**src/rtl/pxr_pkg.sv**
```systemverilog
package pxr_pkg;

    localparam int unsigned PIX_W   = 12;
    localparam int unsigned NUM_CH  = 3;
    localparam int unsigned PATH_W  = PIX_W - 2;   // width kept when expansion is off
    localparam int unsigned PLACE   = PIX_W - 8;   // shift that puts 8-bit codes into the word

    typedef logic [PIX_W-1:0]     comp_t;
    typedef comp_t [NUM_CH-1:0]   pix_t;

    typedef enum logic {
        EXP_FROM10 = 1'b0,
        EXP_FROM8  = 1'b1
    } exp_mode_e;

    typedef enum logic [2:0] {
        CLF_NONE6 = 3'd0,
        CLF_LIM8  = 3'd1,
        CLF_LIM10 = 3'd2,
        CLF_LIM12 = 3'd3,
        CLF_RSV4  = 3'd4,
        CLF_RSV5  = 3'd5,
        CLF_RSV6  = 3'd6,
        CLF_PROG  = 3'd7
    } clamp_fmt_e;

    typedef struct packed {
        logic       en;
        clamp_fmt_e fmt;
    } clamp_cfg_t;

    localparam int unsigned LO8   = 16;
    localparam int unsigned HI8_Y = 235;
    localparam int unsigned HI8_C = 240;

    localparam comp_t LO_W    = comp_t'(LO8 << PLACE);
    localparam comp_t HI_Y_W  = comp_t'(HI8_Y << PLACE);
    localparam comp_t HI_C_W  = comp_t'(HI8_C << PLACE);
    localparam comp_t HI_CEIL = comp_t'((HI8_C << PLACE) + (1 << PLACE) - 1);

    // Widen a left-aligned narrow value, refilling low bits from the top.
    function automatic comp_t widen(comp_t v, exp_mode_e m);
        comp_t       r;
        int unsigned keep;
        r    = v;
        keep = (m == EXP_FROM8) ? 8 : 10;
        for (int i = 0; i < PIX_W; i++) begin
            if (i < PIX_W - keep) r[i] = v[keep + i];
        end
        return r;
    endfunction

    // Path without expansion carries only PATH_W significant bits.
    function automatic comp_t trim(comp_t v);
        comp_t r;
        r = v;
        for (int i = 0; i < PIX_W - PATH_W; i++) r[i] = 1'b0;
        return r;
    endfunction

    function automatic comp_t limit(comp_t v, clamp_cfg_t c, logic chroma);
        comp_t hi;
        comp_t slack;
        hi = chroma ? HI_C_W : HI_Y_W;
        if (!c.en) return v;
        case (c.fmt)
            CLF_LIM8:  slack = comp_t'((1 << (PIX_W - 8)) - 1);
            CLF_LIM10: slack = comp_t'((1 << (PIX_W - 10)) - 1);
            CLF_LIM12: slack = comp_t'((1 << (PIX_W - 12)) - 1);
            default:   return v;
        endcase
        if (v < LO_W) return LO_W;
        if (v > (hi | slack)) return hi;
        return v;
    endfunction

endpackage

```
**src/rtl/pxr_expand.sv**
```systemverilog
module pxr_expand
    import pxr_pkg::*;
(
    input  logic       clk,
    input  logic       rst,
    input  logic       in_valid,
    input  pix_t       in_pix,
    input  logic       exp_en,
    input  logic       exp_mode,
    input  clamp_cfg_t in_cfg,
    output logic       s_valid,
    output pix_t       s_pix,
    output clamp_cfg_t s_cfg
);

    pix_t nxt;

    for (genvar g = 0; g < NUM_CH; g++) begin : g_ch
        assign nxt[g] = exp_en ? widen(in_pix[g], exp_mode_e'(exp_mode)) : trim(in_pix[g]);

        assert_from8_fullscale_R4: assert property (@(posedge clk) disable iff (rst)
            (in_valid && exp_en && exp_mode && in_pix[g][PIX_W-1 -: 8] == 8'hFF)
            |=> (s_pix[g] == {PIX_W{1'b1}}));

        assert_from10_fullscale_R5: assert property (@(posedge clk) disable iff (rst)
            (in_valid && exp_en && !exp_mode && in_pix[g][PIX_W-1 -: 10] == 10'h3FF)
            |=> (s_pix[g] == {PIX_W{1'b1}}));

        assert_noexp_lowzero_R3: assert property (@(posedge clk) disable iff (rst)
            (in_valid && !exp_en) |=> (s_pix[g][1:0] == 2'b00));
    end

    always_ff @(posedge clk) begin
        if (rst) begin
            s_valid <= 1'b0;
            s_pix   <= '0;
            s_cfg   <= '0;
        end else begin
            s_valid <= in_valid;
            s_pix   <= nxt;
            s_cfg   <= in_cfg;
        end
    end

    assert_valid_stage1_R2: assert property (@(posedge clk) disable iff (rst)
        in_valid |=> s_valid);

endmodule

```
**src/rtl/pxr_clamp.sv**
```systemverilog
module pxr_clamp
    import pxr_pkg::*;
#(
    parameter logic [NUM_CH-1:0] CHROMA_MASK = 3'b101
) (
    input  logic       clk,
    input  logic       rst,
    input  logic       s_valid,
    input  pix_t       s_pix,
    input  clamp_cfg_t s_cfg,
    output logic       out_valid,
    output pix_t       out_pix
);

    pix_t lim;

    for (genvar g = 0; g < NUM_CH; g++) begin : g_ch
        assign lim[g] = limit(s_pix[g], s_cfg, CHROMA_MASK[g]);

        assert_in_bounds_R7: assert property (@(posedge clk) disable iff (rst)
            (s_valid && s_cfg.en && s_cfg.fmt inside {CLF_LIM8, CLF_LIM10, CLF_LIM12})
            |=> (out_pix[g] >= LO_W && out_pix[g] <= HI_CEIL));
    end

    always_ff @(posedge clk) begin
        if (rst) begin
            out_valid <= 1'b0;
            out_pix   <= '0;
        end else begin
            out_valid <= s_valid;
            out_pix   <= lim;
        end
    end

    assert_valid_high_R2: assert property (@(posedge clk) disable iff (rst)
        s_valid |=> out_valid);

    assert_valid_low_R2: assert property (@(posedge clk) disable iff (rst)
        !s_valid |=> !out_valid);

    assert_pass_disabled_R6: assert property (@(posedge clk) disable iff (rst)
        (s_valid && !s_cfg.en) |=> (out_pix == $past(s_pix)));

endmodule

```
**src/rtl/pxr_clamp_expand.sv**
```systemverilog
module pxr_clamp_expand
    import pxr_pkg::*;
#(
    parameter logic [NUM_CH-1:0] CHROMA_MASK = 3'b101
) (
    input  logic                    clk,
    input  logic                    rst,
    input  logic                    in_valid,
    input  logic [NUM_CH*PIX_W-1:0] in_pix,
    input  logic                    exp_en,
    input  logic                    exp_mode,
    input  logic                    clamp_en,
    input  logic [2:0]              clamp_fmt,
    output logic                    out_valid,
    output logic [NUM_CH*PIX_W-1:0] out_pix
);

    clamp_cfg_t in_cfg;
    logic       s_valid;
    pix_t       s_pix;
    clamp_cfg_t s_cfg;
    pix_t       o_pix;

    assign in_cfg.en  = clamp_en;
    assign in_cfg.fmt = clamp_fmt_e'(clamp_fmt);

    pxr_expand u_expand (
        .clk      (clk),
        .rst      (rst),
        .in_valid (in_valid),
        .in_pix   (pix_t'(in_pix)),
        .exp_en   (exp_en),
        .exp_mode (exp_mode),
        .in_cfg   (in_cfg),
        .s_valid  (s_valid),
        .s_pix    (s_pix),
        .s_cfg    (s_cfg)
    );

    pxr_clamp #(.CHROMA_MASK(CHROMA_MASK)) u_clamp (
        .clk       (clk),
        .rst       (rst),
        .s_valid   (s_valid),
        .s_pix     (s_pix),
        .s_cfg     (s_cfg),
        .out_valid (out_valid),
        .out_pix   (o_pix)
    );

    assign out_pix = o_pix;

endmodule

```
**config.mk**
```make
export PLATFORM = sky130hd
export DESIGN_NAME = pxr_clamp_expand
export DESIGN_NICKNAME = d
export VERILOG_FILES = /design/src/rtl/pxr_pkg.sv /design/src/rtl/pxr_expand.sv /design/src/rtl/pxr_clamp.sv /design/src/rtl/pxr_clamp_expand.sv
export SDC_FILE = /design/constraint.sdc
export NUM_CORES = 1
export LEC_CHECK = 0
export ABC_AREA = 1
export BUFFER_PORTS_ARGS = -buffer_cell sky130_fd_sc_hd__buf_2
export CORE_MARGIN = 2
export CORE_UTILIZATION = 35
export DETAILED_ROUTE_END_ITERATION = 10
export GPL_TIMING_DRIVEN = 0
export PLACE_DENSITY = 0.69
export SETUP_SLACK_MARGIN = 0.2
export SLEW_MARGIN = 20
export SYNTH_ARGS = -nofsm -noshare
export SYNTH_HDL_FRONTEND = slang
export SYNTH_SLANG_ARGS = --single-unit
```
**constraint.sdc**
```tcl
create_clock -name clk -period 2.3 [get_ports clk]
set_input_delay 0.46 -clock clk [delete_from_list [all_inputs] [get_ports clk]]
set_output_delay 0.46 -clock clk [all_outputs]
set_load 0.02 [all_outputs]
```
==> out/metrics.yaml, run 1 <==
grt:
  grt_overflow: 0
  antenna_found_initial: 0
  grt_max_degree: 13
  gr-usage-all-layers_pct: 14.8
  grt_pass1_wl_um: 9520
  grt_pass1_vias: 2103
sta:
  tightest_slew_ns: 0.567
  period_minus_slack_ns: 1.77
  finalSetupViolations: 0
  hold_viol: 0
  timing.final.crit_share_pct: 77.0
  rsz0062_at_grt: "false"
  drv_slew: 0
  skew_ns: 0.00584
  setup_tns_ns: 0
  max_freq_mhz: 565
  relSlewSlack_pct: 62.2
  timing.hold.ws_ns: 0.309
  fin_ws_ns: 0.529
layout:
  layout-drive-gt1-share_pct: 25.2
  diodes: 0
  design_area_mm2: 0.00355
  fillers: 824
  fin_nets: 485
  area.growth.synth_to_final_pct: 26.3
outcome:
  outcome: "completed"
pwr:
  comb_power_share_pct: 9.3
  clockPowerShare_pct: 39.3
  p_leak_uw: 0.00189
  swShare_pct: 23.7
  p_sw_uw: 667
  p_seq_share_pct: 51.4
  power_density_mw_per_mm2: 796
  ir_drop_mv: 0.264
  power.total_uw: 2820
  p_int_uw: 2150
worst_setup_path:
  rrSetupSlack_ns: 0.53
  r2r_start: "u_expand.s_cfg[1]"
  worstSetupPathType: "reg2reg"
  crit_arrival_ns: 2.02
  setup.worst_path.start: "u_expand.s_cfg[1]"
  crit_fanout: 8
  critPathRequiredTime_ns: 2.55
  worstSetupEndpointType: "register"
  start_kind: "register"
routing:
  drt_wl_total_um: 6280
  vias_per_cell: 4.30
  drt_iter0_drc: 79
  vias: 2303
  drc: 0
  postRouteAntennaNets: 0
  wl_per_cell_um: 11.7
  drtPass1Iterations: 4
placed_design:
  place_area_mm2: 0.00331
  hpwl_um: 4790
  gp_congestion: 0.845
  pre_cts_slack_ns: -0.0269
  port_buffers: 74
min_path:
  hp-start: "in_pix[17]"
  hp-class: "in2reg"
clock_network:
  htreeDepth: 3
  cts_sinks: 78
  clk_path_buf_depth: 2
  clock_latency_ns: 0.35
  clk_pin_slew_ns: 0.08
  cts_tree: "yes"
  cts_root_buf: "clkbuf_8"
  numCtsBuffers: 9
logic_synthesis:
  synth_top_area_cell: "dfxtp_1"
  postSynthAreaPerCell_um2: 8.23
  ys_warn_count: 0
  synth_seq_area_share_pct: 55.6
  syn_area_mm2: 0.00281
  synthesis.instances: 341
  yosys-top-cells-area: "dfxtp_1 56%, nor2_1 9.9%, inv_1 9.6%, ha_1 5.3%, nand2_1 4.0%"
  ys_types: 23
  ys_ff_latch: 78
  yosysTopAreaCellShare_pct: 55.6
  synth_fp_nets: 398
floorplan:
  die-area_mm2: 0.00875
  die_w_um: 93.6
  dieHeight_um: 93.6
  io_pins: 82
  start_util_pct: 36.1
  rows: 32
  coreArea_mm2: 0.00777
flow_run:
  drv_cap: 0
-- metrics by stage --
stage / util [%] / cells
after global routing: 45.7 / 535
after detailed placement: 42.6 / 517
after global placement: 42.6 / 517
after floorplan: - / 341
after CTS: 45.4 / 533
final: 45.7 / 535
-- cells in the final DEF, fill, tap and decap left out --
| cell type | instances |
|---|---|
| dfxtp_1 | 78 |
| buf_2 | 76 |
| nor2_1 | 73 |
| inv_1 | 72 |
| nand2_1 | 29 |
| a21oi_1 | 19 |
| o21ai_0 | 14 |
| nand3_1 | 12 |
| ha_1 | 12 |
| clkbuf_8 | 10 |
| inv_2 | 4 |
| nand2_2 | 4 |
| buf_1 | 4 |
| nand4_1 | 3 |
| nor4_1 | 3 |
| nor2_4 | 2 |
| nor3_2 | 2 |
| o21bai_1 | 2 |
| clkbuf_1 | 2 |
| bufinv_16 | 2 |
| clkinv_2 | 2 |
| buf_4 | 2 |
| a21oi_4 | 1 |
| nand2_4 | 1 |
| a21boi_0 | 1 |
| nand3_4 | 1 |
| a21oi_2 | 1 |
| nor2_2 | 1 |
-- Yosys cell counts, drive strengths merged --
master and instances:
nor4 3, o21ai 14, nand3 13, dfxtp 78, nor2 76, inv 76
nor3 2, a21oi 21, o21bai 2, nand4 3, nand2 34, a21boi 1
buf 6, ha 12
-- logic make-up after synthesis --
group                      Yosys count  share of synthesized area (%)
adders and majority gates           12                           5.35
DFF                                 78                           55.6
buffers and inverters               82                           11.1
AOI/OAI and AO/OA                   38                           7.58
and+or+nand+nor                    131                           20.4
-- registers in the layout, summed over array words and instances, names as in the netlist --
signal / count
u_clamp.out_pix: 36
u_clamp.out_valid: 1
u_expand.s_cfg: 4
u_expand.s_pix: 36
u_expand.s_valid: 1
-- power groups by stage --
stage               combinational (uW)  sequential, uW  clock [uW]
floorplan                          127            1510           0
global placement                   255            1480           0
detailed placement                 260            1480           0
CTS                                263            1450        1130
global route                       297            1450        1190
finish                             263            1450        1110
-- final timing paths --
path / to / cells after the start
setup / recovery: u_clamp.out_pix[12] / 13
hold / removal: u_expand.s_pix[17] / 3
setup reg to reg: u_clamp.out_pix[12] / 13
hold reg to reg: u_clamp.out_valid / 2
-- metal layers --
layer  GRT usage, %  routed length, um  vias up
met5              0                  0        -
met4           8.09                117        0
met3           4.43                316       10
met2           24.1               2950       60
met1           17.3               2890     1034
li1               -                  -     1199
-- critical path, stage by stage, from the launching register on --
cell,delay [ns]
dfxtp_1,0.33
inv_2,0.06
nor2_4,0.12
nand2_2,0.11
inv_1,0.15
ha_1,0.26
nand2_1,0.08
nor2_1,0.05
nand3_1,0.07
nand2_1,0.05
inv_1,0.11
nand3_4,0.13
nand3_1,0.11
inv_1,0.04
-- final cells by class --
cell class	instances	area [um2]	share of cell area (%)
well taps	102	128	3.60
inverters	76	285	8.05
clock inverters	4	70.1	1.98
multi-input cells	181	946	26.7
repair buffers	76	385	10.9
plain buffers	6	25.0	0.706
clock buffers	12	145	4.09
flip-flops and latches	78	1560	44.0
-- timing repair --
action / CTS / global route
hold buffers: 0 / 0
gates resized for setup: 2 / 1
setup buffers: 0 / 2
setup endpoints to repair: 25 / 17
pin swaps: 0 / 1
No activity file was read; power rests on OpenSTA's default activity.
==> run 2: changes to the inputs <==
Settings changed: PLACE_DENSITY 0.69 to 0.71.
Clock period 2.3 ns to 1.6 ns, I/O delays scaled along.
==> run 2 against run 1 <==
Effect of this change: critical endpoint is now u_clamp.out_pix[15]; sequential share of layout area fell by 2.3 points; highest routed layer unchanged; fmax increased by 9.5%; worst setup slack got worse by 0.55 ns; cell count grew 0.56%; combinational power grew 58%; clock skew hardly changed; first-iteration DRC count grew 84%; register-to-register slack worse by 0.55 ns; the flow now finishes with violations (setup timing); via count is 1.3% higher; routed wire length grew 3.2%; total power grew 46%; flip-flop and latch count unchanged.
==> out/metrics.yaml, run 2 (same netlist as run 1, synthesis figures left out) <==
outcome:
  outcome: "finished with violations"  # was completed
  violations: "setup timing"
placed_design:
  gp_congestion: 0.830  # was 0.845
  placedCellCount: 517  # unchanged
  pre_cts_slack_ns: -0.245  # was -0.0269 ns
  port_buffers: 74  # unchanged
  hpwl_um: 4830  # was 4790 um
  place_area_mm2: 0.00332  # was 0.00331 mm2
flow_run:
  drv_cap: 0  # unchanged
worst_setup_path:
  rrSetupSlack_ns: -0.02  # was 0.53 ns
  start_kind: "register"  # unchanged
  r2r_start: "u_expand.s_cfg[2]"  # was u_expand.s_cfg[1]
  critPathRequiredTime_ns: 1.85  # was 2.55 ns
  crit_fanout: 8  # unchanged
  reg2reg_to: "u_clamp.out_pix[15]"  # was u_clamp.out_pix[12]
  setup.worst_path.start: "u_expand.s_cfg[2]"  # was u_expand.s_cfg[1]
  worstRegToRegCells: 11  # was 13
  crit_arrival_ns: 1.86  # was 2.02 ns
  worstSetupEndpointType: "register"  # unchanged
  endpoint: "u_clamp.out_pix[15]"  # was u_clamp.out_pix[12]
  worstSetupPathType: "reg2reg"  # unchanged
layout:
  fin_nets: 489  # was 485
  final_cell_mix: "76 x buf_2, 76 x dfxtp_1, 71 x nor2_1"  # was 78 x dfxtp_1, 76 x buf_2, 73 x nor2_1
  area.growth.synth_to_final_pct: 33.7  # was 26.3%
  reg.largest.list: "u_clamp.out_pix: 36 flops, u_expand.s_pix: 36 flops, u_expand.s_cfg: 4 flops"  # unchanged
  finalNonFillerCells: 538  # was 535
  design_area_mm2: 0.00375  # was 0.00355 mm2
  layout-drive-gt1-share_pct: 31.9  # was 25.2%
  fin_util_pct: 48.3  # was 45.7%
  diodes: 0  # unchanged
pwr:
  p_leak_uw: 0.00191  # was 0.00189 uW
  ir_drop_mv: 0.493  # was 0.264 mV
  power_density_mw_per_mm2: 1100  # was 796 mW/mm2
routing:
  vias_per_cell: 4.33  # was 4.30
  drtPass1Iterations: 4  # unchanged
  drc: 0  # unchanged
  vias: 2332  # was 2303
  top_layer: "met4"  # unchanged
  wl_met2_um: 3140  # was 2950 um
  postRouteAntennaNets: 0  # unchanged
  drt_iter0_drc: 145  # was 79
  wl_met1_um: 2870  # was 2890 um
  drt_wl_total_um: 6480  # was 6280 um
  route.met3.wl_um: 334  # was 316 um
  wl_per_cell_um: 12.0  # was 11.7 um
floorplan:
  coreArea_mm2: 0.00777  # unchanged
  io_pins: 82  # unchanged
  dieHeight_um: 93.6  # unchanged
  die_w_um: 93.6  # unchanged
  rows: 32  # unchanged
  start_util_pct: 36.1  # unchanged
  die-area_mm2: 0.00875  # unchanged
clock_network:
  clk_pin_slew_ns: 0.07  # was 0.08 ns
  numCtsBuffers: 9  # unchanged
  clk_path_buf_depth: 2  # unchanged
  cts_sinks: 78  # unchanged
  ctsHoldBuffers: 0  # unchanged
  cts_tree: "yes"  # unchanged
  clock_latency_ns: 0.34  # was 0.35 ns
  cts_root_buf: "clkbuf_8"  # unchanged
  htreeDepth: 3  # unchanged
sta:
  period_minus_slack_ns: 1.62  # was 1.77 ns
  finalSetupViolations: 4  # was 0
  timing.final.crit_share_pct: 101  # was 77.0%
  setup_tns_ns: -0.0368  # was 0 ns
  drv_slew: 0  # unchanged
  tightest_slew_ns: 0.535  # was 0.567 ns
  fin_ws_ns: -0.0168  # was 0.529 ns
  relSlewSlack_pct: 64.3  # was 62.2%
  skew_ns: 0.00593  # was 0.00584 ns
  max_freq_mhz: 618  # was 565 MHz
  rsz0062_at_grt: "true"  # was false
  hold_viol: 0  # unchanged
grt:
  antenna_found_initial: 0  # unchanged
  grt_pass1_vias: 2238  # was 2103
  grt_overflow: 0  # unchanged
  grt_pass1_wl_um: 10000  # was 9520 um
  gr-usage-all-layers_pct: 15.3  # was 14.8%
  grt_max_degree: 13  # unchanged
min_path:
  whs_path_depth: 3  # unchanged
  hp-class: "in2reg"  # unchanged
  hp-start: "clamp_fmt[2]"  # was in_pix[17]
## run 2: changes by cell type in the layout (fill, tap and decap cells not counted), sizes merged
cell and change:
clkbuf -1, buf +4
## run 2: power by group
part / total (uW) / internal (uW) / leakage [uW] / switching [uW]
clock network: 1620 / 950 / 0.000115 / 669
logic: 416 / 162 / 0.00115 / 254
registers: 2090 / 2040 / 0.000646 / 51.4
total: 4120 / 3150 / 0.00191 / 974
## run 2: final cells by class
| cell class | count | area [um2] |
|---|---|---|
| Clock inverter | 4 | 70.1 |
| Fill cell | 778 | 4010 |
| Sequential cell | 78 | 1570 |
| Timing Repair Buffer | 80 | 423 |
| Clock buffer | 11 | 151 |
| Inverter | 76 | 290 |
| Multi-Input combinational cell | 181 | 1100 |
| Tap cell | 102 | 128 |
| Buffer | 6 | 25.0 |
## run 2: worst min path at each step
stage | end | slack (ns)
3_3_place_gp | u_clamp.out_valid | 0.40
6_report | u_expand.s_cfg[2] | 0.17
2_1_floorplan | u_clamp.out_valid | 0.39
4_1_cts | u_expand.s_pix[17] | 0.16
5_1_grt | u_expand.s_cfg[2] | 0.17
3_5_place_dp | u_clamp.out_valid | 0.40
## run 2: critical path: stages, from the launching register on
cell     delay, ns
dfxtp_4       0.35
nor2_4        0.15
buf_6         0.18
ha_4          0.21
nand2_1       0.07
nor2_1        0.06
nand3_1       0.07
nand2_1       0.06
inv_2         0.08
nand3_4       0.14
nand3_2       0.11
inv_1         0.04
## run 2: repair_timing
item,in CTS,in global routing
resized for setup,21,7
setup buffers,5,1
pin swaps,12,7
endpoints found under the setup margin,25,25
## run 2: per-layer routing
metal | up-vias | GRT usage (%)
li1 | 1210 | -
met1 | 1045 | 18.5
met2 | 65 | 25.1
met3 | 12 | 3.87
met4 | 0 | 8.21
met5 | - | 0
## run 2: stage by stage
| stage | hold slack (ns) | power (uW) |
|---|---|---|
| 2_1_floorplan | 0.388 | 2360 |
| 6_report | 0.168 | 4120 |
| 3_3_place_gp | 0.397 | 2490 |
| 4_1_cts | 0.160 | 4140 |
| 3_5_place_dp | 0.403 | 2500 |
| 5_1_grt | 0.165 | 4290 |
==> run 3: changes to the inputs <==
--- a/config.mk
+++ b/config.mk
@@ -9,7 +9,9 @@
 export BUFFER_PORTS_ARGS = -buffer_cell sky130_fd_sc_hd__buf_2
+export CELL_PAD_IN_SITES_DETAIL_PLACEMENT = 0
+export CELL_PAD_IN_SITES_GLOBAL_PLACEMENT = 2
 export CORE_MARGIN = 2
-export CORE_UTILIZATION = 35
+export CORE_UTILIZATION = 26
 export DETAILED_ROUTE_END_ITERATION = 10
 export GPL_TIMING_DRIVEN = 0
-export PLACE_DENSITY = 0.71
+export PLACE_DENSITY = 0.85
 export SETUP_SLACK_MARGIN = 0.2
--- a/constraint.sdc
+++ b/constraint.sdc
@@ -3,2 +3,2 @@
 set_output_delay 0.32 -clock clk [all_outputs]
-set_load 0.02 [all_outputs]
+set_load 0.05 [all_outputs]
==> run 3 against run 2 <==
Effect of this change: the flow still finishes with violations (setup timing); critical path type unchanged; register-to-register slack worse by 0.04 ns; critical path depth is 1 higher; non-clock buffer count unchanged; worst setup slack worse by 0.040 ns; cell count rose by 6.5%; routed wire length up 5.4%; via count down 0.60%.
==> out/metrics.yaml, run 3 (same netlist as run 1, synthesis figures left out) <==
routing:
  vias: 2318  # was 2332
  wl_per_cell_um: 11.9  # was 12.0 um
  drt_iter0_drc: 66  # was 145
  drtPass1Iterations: 6  # was 4
  drt_wl_total_um: 6820  # was 6480 um
  vias_per_cell: 4.05  # was 4.33
  drc: 0  # unchanged
  postRouteAntennaNets: 0  # unchanged
clock_network:
  clock_latency_ns: 0.35  # was 0.34 ns
  cts_root_buf: "clkbuf_8"  # unchanged
  htreeDepth: 3  # unchanged
  clk_path_buf_depth: 2  # unchanged
  cts_sinks: 78  # unchanged
  cts_tree: "yes"  # unchanged
  clk_pin_slew_ns: 0.08  # was 0.07 ns
  ctsHoldBuffers: 0  # unchanged
  numCtsBuffers: 9  # unchanged
sta:
  setup_tns_ns: -0.705  # was -0.0368 ns
  tightest_slew_ns: 0.610  # was 0.535 ns
  drv_slew: 0  # unchanged
  finalSetupViolations: 25  # was 4
  max_freq_mhz: 604  # was 618 MHz
  timing.final.crit_share_pct: 104  # was 101%
  skew_ns: 0.00997  # was 0.00593 ns
  fin_ws_ns: -0.0568  # was -0.0168 ns
  relSlewSlack_pct: 59.3  # was 64.3%
  rsz0062_at_grt: "true"  # unchanged
  period_minus_slack_ns: 1.66  # was 1.62 ns
  hold_viol: 0  # unchanged
layout:
  fillers: 1130  # was 778
  finalNonFillerCells: 573  # was 538
  final_cell_mix: "76 x buf_2, 76 x dfxtp_1, 68 x inv_1"  # was 76 x buf_2, 76 x dfxtp_1, 71 x nor2_1
  diodes: 0  # unchanged
  fin_nets: 489  # unchanged
  area.growth.synth_to_final_pct: 34.7  # was 33.7%
  layout-drive-gt1-share_pct: 33.0  # was 31.9%
  reg.largest.list: "u_clamp.out_pix: 36 flops, u_expand.s_pix: 36 flops, u_expand.s_cfg: 4 flops"  # unchanged
floorplan:
  start_util_pct: 27.0  # was 36.1%
  die-area_mm2: 0.0116  # was 0.00875 mm2
  io_pins: 82  # unchanged
  die_w_um: 108  # was 93.6 um
  dieHeight_um: 108  # was 93.6 um
  coreArea_mm2: 0.0104  # was 0.00777 mm2
  rows: 37  # was 32
worst_setup_path:
  crit_arrival_ns: 1.90  # was 1.86 ns
  start_kind: "register"  # unchanged
  worstSetupPathType: "reg2reg"  # unchanged
  critPathRequiredTime_ns: 1.85  # about the same
  crit_fanout: 8  # unchanged
  worstSetupEndpointType: "register"  # unchanged
placed_design:
  gp_congestion: 0.785  # was 0.830
  hpwl_um: 5070  # was 4830 um
  port_buffers: 74  # unchanged
  placedCellCount: 551  # was 517
flow_run:
  drv_cap: 0  # unchanged
pwr:
  power.total_uw: 4220  # was 4120 uW
  p_leak_uw: 0.00191  # about the same
  clockPowerShare_pct: 38.5  # was 39.3%
  p_seq_share_pct: 49.4  # was 50.7%
  p_int_uw: 3080  # was 3150 uW
  comb_power_share_pct: 12.1  # was 10.1%
  ir_drop_mv: 0.497  # was 0.493 mV
  swShare_pct: 27.0  # was 23.6%
  power_density_mw_per_mm2: 1120  # was 1100 mW/mm2
  p_sw_uw: 1140  # was 974 uW
grt:
  gr-usage-all-layers_pct: 12.8  # was 15.3%
  grt_max_degree: 15  # was 13
  antenna_found_initial: 0  # unchanged
  grt_overflow: 0  # unchanged
  grt_pass1_vias: 2445  # was 2238
  grt_pass1_wl_um: 11300  # was 10000 um
outcome:
  violations: "setup timing"  # unchanged
  outcome: "finished with violations"  # unchanged
min_path:
  hp-class: "in2reg"  # unchanged
## run 3: changes by cell type in the layout (fill, tap and decap cells not counted)
cell,before,now
buf_4,4,5
buf_6,2,0
buf_8,0,1
clkbuf_8,11,9
clkinv_2,2,1
clkinv_4,0,3
clkinvlp_4,0,1
ha_1,4,7
ha_4,8,5
inv_2,7,5
inv_4,0,2
nor2_1,71,64
nor2_2,3,10
## run 3: layer usage
metal  global-route usage, %  vias up  wire, um
li1                        -     1214         -
met1                    15.4     1044      3080
met2                    21.3       50      3270
met3                    3.87       10       371
met4                    5.13        0       102
met5                       0        -         0
## run 3: cell type report
class	count	area (um2)	area share (%)
plain buffers	6	25.0	0.662
repair buffers	80	423	11.2
multi-input cells	181	1080	28.5
well taps	136	170	4.50
clock inverters	7	98.8	2.61
clock buffers	9	124	3.27
flip-flops and latches	78	1570	41.4
inverters	76	295	7.81
## run 3: worst max-delay path: stages (launching register included)
cell and delay (ns):
dfxtp_2 0.35, inv_4 0.04, nor2_4 0.14, buf_8 0.16
ha_1 0.24, nand2_2 0.07, nor2_1 0.05, nand3_1 0.07
nand2_1 0.06, inv_2 0.08, nand3_4 0.14, nand3_2 0.11
inv_2 0.03
## run 3: worst paths after layout
kind	startpoint	endpoint	slack, ns	cells past startpoint
worst max-delay path	u_expand.s_cfg[1]	u_clamp.out_pix[13]	-0.06	12
worst max register to register	u_expand.s_cfg[1]	u_clamp.out_pix[13]	-0.06	12
worst min register to register	u_expand.s_valid	u_clamp.out_valid	0.41	2
worst min-delay path	clamp_fmt[2]	u_expand.s_cfg[2]	0.16	3
## run 3: power by group through the flow
stage,combinational [uW],sequential [uW],clock [uW]
final,511,2090,1620
after global routing,569,2100,1760
after CTS,497,2090,1660
after detailed placement,472,2130,0
after global placement,465,2130,0
after floorplan,185,2260,0
## run 3: per-stage QoR
step | setup WS (ns) | instance area [um2] | hold slack [ns] | utilization [%]
4_1_cts | -0.0198 | 3720 | 0.151 | 35.7
3_3_place_gp | -0.216 | 3360 | 0.392 | 32.3
2_1_floorplan | 0.0929 | 2820 | 0.388 | -
3_5_place_dp | -0.246 | 3360 | 0.395 | 32.3
6_report | -0.0568 | 3780 | 0.164 | 36.3
5_1_grt | -0.216 | 3780 | 0.149 | 36.3
## run 3: what timing repair did
item                                    in CTS  in global routing
endpoints found under the setup margin      25                 25
setup buffers                                6                  0
gates resized for setup                     16                 18
pin swaps                                    9                  8
